<file path="src/rtl/rmw_pkg.sv">
package rmw_pkg;

  typedef enum logic [4:0] {
    ST_IDLE, ST_R0, ST_R1, ST_R2, ST_RWA, ST_RWB, ST_R3, ST_R4, ST_R5,
    ST_GAP, ST_W0, ST_W1, ST_W2, ST_WWA, ST_WWB, ST_W3, ST_W4, ST_W5
  } rmw_st_e;

  typedef enum logic [1:0] {
    OP_SKIP  = 2'b00,
    OP_STORE = 2'b01,
    OP_SET   = 2'b10,
    OP_FLIP  = 2'b11
  } rmw_op_e;

  typedef struct packed {
    logic as_n;
    logic ds_n;
    logic rw;
    logic lock_n;
    logic dben;
  } rmw_bus_t;

  // Bus control levels for the phase a state represents.
  function automatic rmw_bus_t phase_levels(rmw_st_e s);
    rmw_bus_t b;
    b = '{as_n: 1'b1, ds_n: 1'b1, rw: 1'b1, lock_n: 1'b1, dben: 1'b0};
    case (s)
      ST_R0, ST_R5, ST_GAP: b.lock_n = 1'b0;
      ST_R1, ST_R2, ST_RWA, ST_RWB, ST_R3, ST_R4: begin
        b.lock_n = 1'b0; b.as_n = 1'b0; b.ds_n = 1'b0;
      end
      ST_W0: begin b.lock_n = 1'b0; b.rw = 1'b0; end
      ST_W1: begin b.lock_n = 1'b0; b.rw = 1'b0; b.as_n = 1'b0; end
      ST_W2: begin
        b.lock_n = 1'b0; b.rw = 1'b0; b.as_n = 1'b0; b.dben = 1'b1;
      end
      ST_WWA, ST_WWB, ST_W3, ST_W4: begin
        b.lock_n = 1'b0; b.rw = 1'b0; b.as_n = 1'b0; b.ds_n = 1'b0;
        b.dben = 1'b1;
      end
      ST_W5: begin b.lock_n = 1'b0; b.rw = 1'b0; b.dben = 1'b1; end
      default: ;
    endcase
    return b;
  endfunction

  function automatic logic drives_data(rmw_st_e s);
    return (s == ST_W2) || (s == ST_WWA) || (s == ST_WWB) ||
           (s == ST_W3) || (s == ST_W4) || (s == ST_W5);
  endfunction

endpackage

</file>
<file path="src/rtl/rmw_ack_sync.sv">
module rmw_ack_sync #(
  parameter int AW_BITS = 2,
  parameter int STAGES  = 2
) (
  input  logic               clk,
  input  logic               rst_n,
  input  logic [AW_BITS-1:0] ack_n,
  output logic               ack_seen
);
  logic [AW_BITS-1:0] stage_q [STAGES];

  generate
    for (genvar g = 0; g < STAGES; g++) begin : g_stage
      if (g == 0) begin : g_first
        always_ff @(posedge clk or negedge rst_n)
          if (!rst_n) stage_q[g] <= '0;
          else        stage_q[g] <= ~ack_n;
      end else begin : g_next
        always_ff @(posedge clk or negedge rst_n)
          if (!rst_n) stage_q[g] <= '0;
          else        stage_q[g] <= stage_q[g-1];
      end
    end
  endgenerate

  assign ack_seen = |stage_q[STAGES-1];
endmodule

</file>
<file path="src/rtl/rmw_phase_fsm.sv">
module rmw_phase_fsm
  import rmw_pkg::*;
#(
  parameter int GAP_PH = 2,
  parameter int WCW    = 8
) (
  input  logic           clk,
  input  logic           rst_n,
  input  logic           start,
  input  logic           skip_wr,
  input  logic           ack_seen,
  output rmw_st_e        st,
  output rmw_st_e        nxt,
  output logic [WCW-1:0] wait_cnt
);
  localparam int GCW = $clog2(GAP_PH + 1);

  logic [GCW-1:0] gap_q;
  logic           gap_last;
  logic           wait_enter;

  assign gap_last   = (gap_q == GCW'(GAP_PH - 1));
  assign wait_enter = (nxt == ST_RWA || nxt == ST_WWA) &&
                      !(st == ST_RWA || st == ST_WWA);

  always_comb begin
    nxt = st;
    case (st)
      ST_IDLE: if (start) nxt = ST_R0;
      ST_R0:   nxt = ST_R1;
      ST_R1:   nxt = ST_R2;
      ST_R2, ST_RWB: nxt = ack_seen ? ST_R3 : ST_RWA;
      ST_RWA:  nxt = ST_RWB;
      ST_R3:   nxt = ST_R4;
      ST_R4:   nxt = ST_R5;
      ST_R5:   nxt = skip_wr ? ST_IDLE : ST_GAP;
      ST_GAP:  if (gap_last) nxt = ST_W0;
      ST_W0:   nxt = ST_W1;
      ST_W1:   nxt = ST_W2;
      ST_W2, ST_WWB: nxt = ack_seen ? ST_W3 : ST_WWA;
      ST_WWA:  nxt = ST_WWB;
      ST_W3:   nxt = ST_W4;
      ST_W4:   nxt = ST_W5;
      ST_W5:   nxt = ST_IDLE;
      default: nxt = ST_IDLE;
    endcase
  end

  always_ff @(posedge clk or negedge rst_n) begin
    if (!rst_n) begin
      st       <= ST_IDLE;
      gap_q    <= '0;
      wait_cnt <= '0;
    end else begin
      st    <= nxt;
      gap_q <= (st == ST_GAP) ? gap_q + 1'b1 : '0;
      if (st == ST_IDLE && start)             wait_cnt <= '0;
      else if (wait_enter && wait_cnt != '1)  wait_cnt <= wait_cnt + 1'b1;
    end
  end

  // A failed test in a sample phase must lead into a wait state.
  AST_NOACK_WAITS: assert property (@(posedge clk) disable iff (!rst_n)
    ((st == ST_R2 || st == ST_W2) && !ack_seen) |=> (st == ST_RWA || st == ST_WWA));
endmodule

</file>
<file path="src/rtl/rmw_bus_drive.sv">
module rmw_bus_drive
  import rmw_pkg::*;
#(
  parameter int DW = 16
) (
  input  logic          clk,
  input  logic          rst_n,
  input  rmw_st_e       st,
  input  rmw_st_e       nxt,
  input  logic [DW-1:0] wr_val,
  output logic          as_n,
  output logic          ds_n,
  output logic          rw,
  output logic          lock_n,
  output logic          dben,
  output logic [DW-1:0] dout,
  output logic          done
);
  rmw_bus_t lv;
  logic     finish_ev;

  assign lv        = phase_levels(nxt);
  assign finish_ev = (nxt == ST_IDLE) && (st != ST_IDLE);

  always_ff @(posedge clk or negedge rst_n) begin
    if (!rst_n) begin
      as_n <= 1'b1; ds_n <= 1'b1; rw <= 1'b1; lock_n <= 1'b1;
      dben <= 1'b0; dout <= '0;   done <= 1'b0;
    end else begin
      as_n   <= lv.as_n;
      ds_n   <= lv.ds_n;
      rw     <= lv.rw;
      lock_n <= lv.lock_n;
      dben   <= lv.dben;
      dout   <= drives_data(nxt) ? wr_val : '0;
      done   <= finish_ev;
    end
  end

  AST_DBEN_WRITE_ONLY: assert property (@(posedge clk) disable iff (!rst_n)
    dben |-> !rw);
  AST_DONE_ONE_PHASE: assert property (@(posedge clk) disable iff (!rst_n)
    done |=> !done);
endmodule

</file>
<file path="src/rtl/rmw_seq.sv">
module rmw_seq
  import rmw_pkg::*;
#(
  parameter int AW     = 32,
  parameter int DW     = 16,
  parameter int FCW    = 4,
  parameter int GAP_PH = 2,
  parameter int WCW    = 8,
  parameter int SYNC   = 2
) (
  input  logic           clk,
  input  logic           rst_n,
  input  logic           req,
  input  logic [AW-1:0]  req_addr,
  input  logic [FCW-1:0] req_fc,
  input  logic [1:0]     req_siz,
  input  logic [1:0]     req_op,
  input  logic [DW-1:0]  req_wdata,
  input  logic [1:0]     sack_n,
  input  logic [DW-1:0]  din,
  output logic [AW-1:0]  bus_addr,
  output logic [FCW-1:0] bus_fc,
  output logic [1:0]     bus_siz,
  output logic           bus_rw,
  output logic           as_n,
  output logic           ds_n,
  output logic           lock_n,
  output logic           dben,
  output logic [DW-1:0]  dout,
  output logic [DW-1:0]  rdata,
  output logic           done,
  output logic [WCW-1:0] wait_cnt
);
  rmw_st_e       st, nxt;
  rmw_op_e       op_q;
  logic [DW-1:0] wdata_q, wr_val;
  logic          ack_seen;
  logic          accept_ev, capture_ev, modify_ev;

  function automatic logic [DW-1:0] modify(rmw_op_e op, logic [DW-1:0] m,
                                           logic [DW-1:0] w);
    case (op)
      OP_STORE: return w;
      OP_SET:   return m | w;
      OP_FLIP:  return m ^ w;
      default:  return m;
    endcase
  endfunction

  assign accept_ev  = (st == ST_IDLE) && req;
  assign capture_ev = (st == ST_R4);
  assign modify_ev  = (st == ST_GAP);

  rmw_ack_sync #(.AW_BITS(2), .STAGES(SYNC)) u_sync (
    .clk(clk), .rst_n(rst_n), .ack_n(sack_n), .ack_seen(ack_seen));

  rmw_phase_fsm #(.GAP_PH(GAP_PH), .WCW(WCW)) u_fsm (
    .clk(clk), .rst_n(rst_n), .start(req), .skip_wr(op_q == OP_SKIP),
    .ack_seen(ack_seen), .st(st), .nxt(nxt), .wait_cnt(wait_cnt));

  rmw_bus_drive #(.DW(DW)) u_drv (
    .clk(clk), .rst_n(rst_n), .st(st), .nxt(nxt), .wr_val(wr_val),
    .as_n(as_n), .ds_n(ds_n), .rw(bus_rw), .lock_n(lock_n), .dben(dben),
    .dout(dout), .done(done));

  always_ff @(posedge clk or negedge rst_n) begin
    if (!rst_n) begin
      bus_addr <= '0; bus_fc <= '0; bus_siz <= '0; op_q <= OP_SKIP;
      wdata_q  <= '0; rdata  <= '0; wr_val  <= '0;
    end else begin
      if (accept_ev) begin
        bus_addr <= req_addr;
        bus_fc   <= req_fc;
        bus_siz  <= req_siz;
        op_q     <= rmw_op_e'(req_op);
        wdata_q  <= req_wdata;
      end
      if (capture_ev) rdata  <= din;
      if (modify_ev)  wr_val <= modify(op_q, rdata, wdata_q);
    end
  end

  AST_READ_STROBES_PAIR: assert property (@(posedge clk) disable iff (!rst_n)
    ($fell(as_n) && bus_rw) |-> !ds_n);
  AST_WRITE_DS_LAGS: assert property (@(posedge clk) disable iff (!rst_n)
    ($fell(as_n) && !bus_rw) |-> ds_n);
  AST_STROBE_UNDER_LOCK: assert property (@(posedge clk) disable iff (!rst_n)
    !as_n |-> !lock_n);
  AST_ADDR_HELD: assert property (@(posedge clk) disable iff (!rst_n)
    (!lock_n && $past(!lock_n)) |-> $stable(bus_addr));
endmodule

</file>
<file path="config.mk">
export PLATFORM = sky130hd
export DESIGN_NAME = rmw_seq
export DESIGN_NICKNAME = d
export VERILOG_FILES = /design/src/rtl/rmw_pkg.sv /design/src/rtl/rmw_ack_sync.sv /design/src/rtl/rmw_phase_fsm.sv /design/src/rtl/rmw_bus_drive.sv /design/src/rtl/rmw_seq.sv
export SDC_FILE = /design/constraint.sdc
export NUM_CORES = 1
export LEC_CHECK = 0
export ABC_AREA = 1
export BUFFER_PORTS_ARGS = -buffer_cell sky130_fd_sc_hd__buf_2
export CORE_UTILIZATION = 52
export CTS_BUF_LIST = sky130_fd_sc_hd__clkbuf_8
export CTS_CLUSTER_SIZE = 28
export DETAILED_ROUTE_END_ITERATION = 8
export PLACE_DENSITY_LB_ADDON = 0.12
export SYNTH_ARGS = -nofsm -noshare
export SYNTH_HDL_FRONTEND = slang
export SYNTH_SLANG_ARGS = --single-unit
</file>
<file path="constraint.sdc">
create_clock -name clk -period 2.9 [get_ports clk]
set_input_delay 0.29 -clock clk [delete_from_list [all_inputs] [get_ports clk]]
set_output_delay 0.29 -clock clk [all_outputs]
set_load 0.03 [all_outputs]
</file>
After elaboration in Yosys (flattened, before gate mapping)
Cells that the tools add are included.
W data, S select, Z words.
{"block": "totals", "elab_cells": 103, "output_inout_bits": 84, "reg_bits": 129, "in_bits": 77}
{"block": "classes", "eq_ne": 38, "addsub": 2, "reduce_logical": 25, "n_mux": 16, "bitwise": 3}
{"cell": "$eq A5 B4 Y1 const B", "count": 16}
{"cell": "$pmux W5 S15", "count": 1}
{"cell": "$pmux W16 S3", "count": 1}
{"cell": "$eq A5 B3 Y1 const B", "count": 8}
{"cell": "$eq A5 B2 Y1 const B", "count": 4}
{"cell": "$reduce_or A17 Y1", "count": 1}
{"cell": "$mux W16", "count": 1}
{"cell": "$mux W8", "count": 2}
{"cell": "$or A16 B16 Y16", "count": 1}
{"cell": "$xor A16 B16 Y16", "count": 1}
{"cell": "$eq A5 B5 Y1 const B", "count": 3}
{"cell": "$reduce_or A12 Y1", "count": 1}
{"cell": "$eq A5 B1 Y1 const B", "count": 2}
{"cell": "$logic_not A5 Y1", "count": 2}
{"cell": "$mux W5", "count": 2}
{"cell": "$reduce_or A10 Y1", "count": 1}
{"cell": "$add A8 B1 Y8 const B", "count": 1}
{"cell": "$ne A8 B8 Y1 const B", "count": 1}
{"cell": "$reduce_or A8 Y1", "count": 1}
{"cell": "$logic_or A1 B1 Y1", "count": 7}
{"cell": "$mux W2", "count": 3}
{"cell": "$reduce_or A2 Y1", "count": 3}
{"cell": "$reduce_or A6 Y1", "count": 1}
{"cell": "$mux W1", "count": 5}
{"cell": "10 further kinds", "count": 15}

Depth between registers and ports, before layout
{"block": "logic_depth", "ltp_word": 10, "mapped_depth": 13, "mapped_depth_nobuf": 12}

By module
A second synthesis with hierarchy kept.
{"block": "hier_totals", "cells_unflattened": 775, "hier_area_um2": 6369.9}
{"mod": "rmw_seq", "n_inst": 1, "seq_area_each_um2": 2202.1, "area_per_inst_um2": 4359.2, "cells_per_inst": 539}
{"mod": "rmw_phase_fsm", "n_inst": 1, "seq_area_each_um2": 375.4, "area_per_inst_um2": 979.7, "cells_per_inst": 131}
{"mod": "rmw_bus_drive", "n_inst": 1, "seq_area_each_um2": 555.5, "area_per_inst_um2": 912.1, "cells_per_inst": 96}
{"mod": "rmw_ack_sync", "n_inst": 1, "seq_area_each_um2": 100.1, "area_per_inst_um2": 118.9, "cells_per_inst": 9}

Worst setup path before layout
Ideal clock, no wire load.
{"block": "synth_timing", "path_type": "reg2reg", "from": "register u_fsm.wait_cnt[0]", "to": "register u_fsm.wait_cnt[5]", "path_buffers": 0, "stages_incl_launch_ff": 10, "setup_slack_ns": 1.204, "required_time_ns": 2.834, "setup_time_ns": 0.066, "arrival_time_ns": 1.630, "path_cell_list": "dfrtp_1 -> ha_1 -> nand2_1 -> inv_1 -> nand4_1 -> nor3_1 -> nor3_4 -> nand2_4 -> nand3_1 -> nand2_1"}
{"block": "synth_between", "elab_chain_len": 3}
{"item": "start: declaration", "line": "rmw_phase_fsm.sv:14", "text": "output logic [WCW-1:0] wait_cnt"}
{"item": "start signal: assignment", "line": "rmw_phase_fsm.sv:58", "text": "else if (wait_enter && wait_cnt != '1) wait_cnt <= wait_cnt + 1'b1;"}
{"item": "$add A8 B1 Y8 / $ne A8 B8 Y1 (equally long branches)", "line": "rmw_phase_fsm.sv:58"}
{"item": "$mux W8 / $logic_and A1 B1 Y1 (equally long branches)", "line": "rmw_phase_fsm.sv:58"}
{"item": "$mux W8 / $reduce_bool A2 Y1 (equally long branches)"}
Several ways; a longest one is shown, not always the timed one. The select of a mux whose other input is x is not followed.
A chain may end at the register's enable or synchronous reset.

Worst setup path after layout
{"block": "layout_timing", "from": "register u_fsm.st[2]", "to": "register wdata_q[1]"}
{"block": "layout_between", "elab_chain_len": 2}
{"item": "start: declaration", "line": "rmw_phase_fsm.sv:12", "text": "output rmw_st_e st,"}
{"item": "start signal: assignment", "line": "rmw_phase_fsm.sv:55", "text": "st <= nxt;"}
{"item": "$logic_not A5 Y1", "line": "rmw_seq.sv:50", "text": "assign accept_ev = (st == ST_IDLE) && req;"}
{"item": "$logic_and A1 B1 Y1", "line": "rmw_seq.sv:50"}
{"item": "end signal: assignment", "line": "rmw_seq.sv:76", "text": "wdata_q <= req_wdata;"}
{"item": "end: declaration", "line": "rmw_seq.sv:36", "text": "logic [DW-1:0] wdata_q, wr_val;"}
No other way between the ends.

==> reports/metrics.csv <==
metric,value,unit
worst_pin_slew,581,ps
cts_root_buf,clkbuf_8,
clockBufferDepth,2,
diodes,0,
dpl.hpwl,9370,um
cts_sinks,129,
firstDrtPassIters,5,
start_util,0.542,
p_leak,3.87,nW
post_cts_buffers,0,
outcome,"finished, final reports clean",
wl_met2,6170,um
syn_avg_cell_area,8.74,um2
die_area,11300,um2
hold_start,req_siz[1],
layout_commonest_cell,nand2_1,
synth_nets,744,
finalMaxSlewViolations,0,
total_power,0.00804,W
drt_wl_total,13200,um
hold_viol_final,0,
clk_latency,430,ps
gr-total-overflow,0,
finalNonFillerCells,962,
path_class,reg2reg,
vias,4765,
reg2reg_slack,870,ps
crit_path_top_delay_cell,dfrtp_1,
period_share,0.699,
setup_viol,0,
ioPinCount,161,
place_congestion,0.830,
finalCriticalPeriod,2030,ps
topRoutingLayerUsed,met4,
routedWlPerCell,13.7,um
htreeDepth,4,
stdcell_area,7040,um2
startpoint_type,register,
cp_max_fo,48,
viasPerCell,4.95,
numCtsBuffers,17,
fin_hold_ws,45.0,ps
path_clk_slew,80,ps
die-width,106,um
detail-route-antenna-nets,0,
final_cell_mix,"nand2_1 (198), buf_2 (159), dfrtp_1 (125)",
fmax,0.493,GHz
cts_resized,0,
grt_pass1_wl,22300,um
hold_path.class,in2reg,
max-cap-violations,0,
antenna_found_initial,0,
reg2regPathDepth,6,
timing.setup.tns,0,ps
cp_cell_sequence,nor2_1 > nand4_1 > buf_4 > inv_2 > buf_4 > o21ai_0,
synth.distinct_cells,28,
vdd_drop_max,0.632,mV
arrival,2320,ps
grt_max_degree,58,
m1WireLength,5940,um
ys_seq_area_frac,0.570,
hold_path_end,bus_siz[1],
crit_required,3190,ps
rsz0062_at_grt,false,
ctsHoldBuffers,3,
yosysWarnings,0,
syn_inst,649,
grt_use_total,0.253,
drcViolationCount,0,
power_density,1140,nW/um2
n_fill_cell,872,
core,10500,um2
end_kind,register,
path_common_cell,buf_4,
portBuffers,160,
wl_met3,981,um
rows,37,
syn_area,5670,um2
slowest_delay,430,ps
r2r-end,wdata_q[1],
finalClockSkew,12.9,ps
drt_iter0_markers,218,
fin_nets,909,
placed_cell_area,6610,um2
placedCellCount,928,
synth_seq_cells,129,
drive_above_1_share,0.271,
whs_path_depth,3,
die_y,106,um
first_global_vias,4748,
area_growth,24.1,%
tritoncts,done,
slew_headroom,0.612,
reg2reg_from,u_fsm.st[2],
logic make-up after synthesis:
| group | share of synthesized area |
|---|---|
| AND/OR/NAND/NOR | 0.215 |
| XOR/XNOR | 0.00772 |
| flip-flops | 0.570 |
| buffers and inverters | 0.0706 |
| AO/OA/AOI/OAI | 0.0971 |
| adder cells (fa/ha/maj) | 0.0397 |
power breakdown:
group	switching (W)	internal, W	total (W)
logic	0.00257	0.00103	0.00360
registers	0.000373	0.00254	0.00291
clock network	0.000720	0.000809	0.00153
critical path, delay by kind of cell, from the launching register on:
family                 cells  cell delay, ps
AOI/OAI and AO/OA          1             150
buffers and inverters      3             760
DFF                        1             430
and+or+nand+nor            2             520
worst max-delay path by stage:
stage                      startpoint                 to  slack, ps  cells after the start
floorplan           u_fsm.wait_cnt[0]  u_fsm.wait_cnt[5]       1200                      9
CTS                       u_fsm.st[2]         wdata_q[1]        870                      6
finish                    u_fsm.st[2]         wdata_q[1]        870                      6
detailed placement        u_fsm.st[2]         wdata_q[8]        900                      6
global placement          u_fsm.st[2]         wdata_q[4]        900                      6
global route              u_fsm.st[2]         wdata_q[1]        720                      7
routing by layer:
layer	up-vias	track usage
li1	2383	-
met1	2210	0.336
met2	162	0.403
met3	10	0.0797
met4	0	0.0646
met5	-	0
state kept, by name, indices dropped and copies added, names as in the netlist:
name / count
rdata: 16
u_fsm.wait_cnt: 8
bus_addr: 32
u_drv.done: 1
u_fsm.st: 5
bus_fc: 4
wdata_q: 16
u_fsm.gap_q: 2
u_sync.stage_q: 4
bus_siz: 2
u_drv.lock_n: 1
u_drv.rw: 1
op_q: 2
u_drv.as_n: 1
wr_val: 16
u_drv.dout: 16
u_drv.ds_n: 1
u_drv.dben: 1
layout make-up:
type	count	area, um2	share of cell area
Clock buffer	19	262	0.0371
Clock inverter	12	135	0.0192
Inverter	79	297	0.0421
Multi-Input combinational cell	417	2040	0.290
Sequential cell	129	3230	0.459
Tap cell	136	170	0.0242
Timing Repair Buffer	170	902	0.128
metrics by stage:
stage / worst slack [ps] / util
6_report: 873 / 0.673
5_1_grt: 718 / 0.673
4_1_cts: 869 / 0.673
3_5_place_dp: 898 / 0.632
3_3_place_gp: 902 / 0.632
2_1_floorplan: 1200 / -
cell usage after synthesis, drive strengths merged:
| cell | n | area share |
|---|---|---|
| a31oi | 1 | 0.0011 |
| ha | 18 | 0.040 |
| or2 | 1 | 0.0011 |
| dfstp | 4 | 0.019 |
| a21oi | 14 | 0.012 |
| nand2 | 203 | 0.14 |
| nor2 | 48 | 0.034 |
| o311ai | 1 | 0.0015 |
| a211oi | 13 | 0.017 |
| nor3 | 5 | 0.0064 |
| xor2 | 5 | 0.0077 |
| clkbuf | 11 | 0.0073 |
| o21ai | 69 | 0.061 |
| dfrtp | 125 | 0.55 |
| nand3 | 31 | 0.029 |
| inv | 79 | 0.052 |
| nand4 | 5 | 0.0055 |
| buf | 13 | 0.011 |
| o211ai | 3 | 0.0040 |
Power figures use the tool's default switching activity.
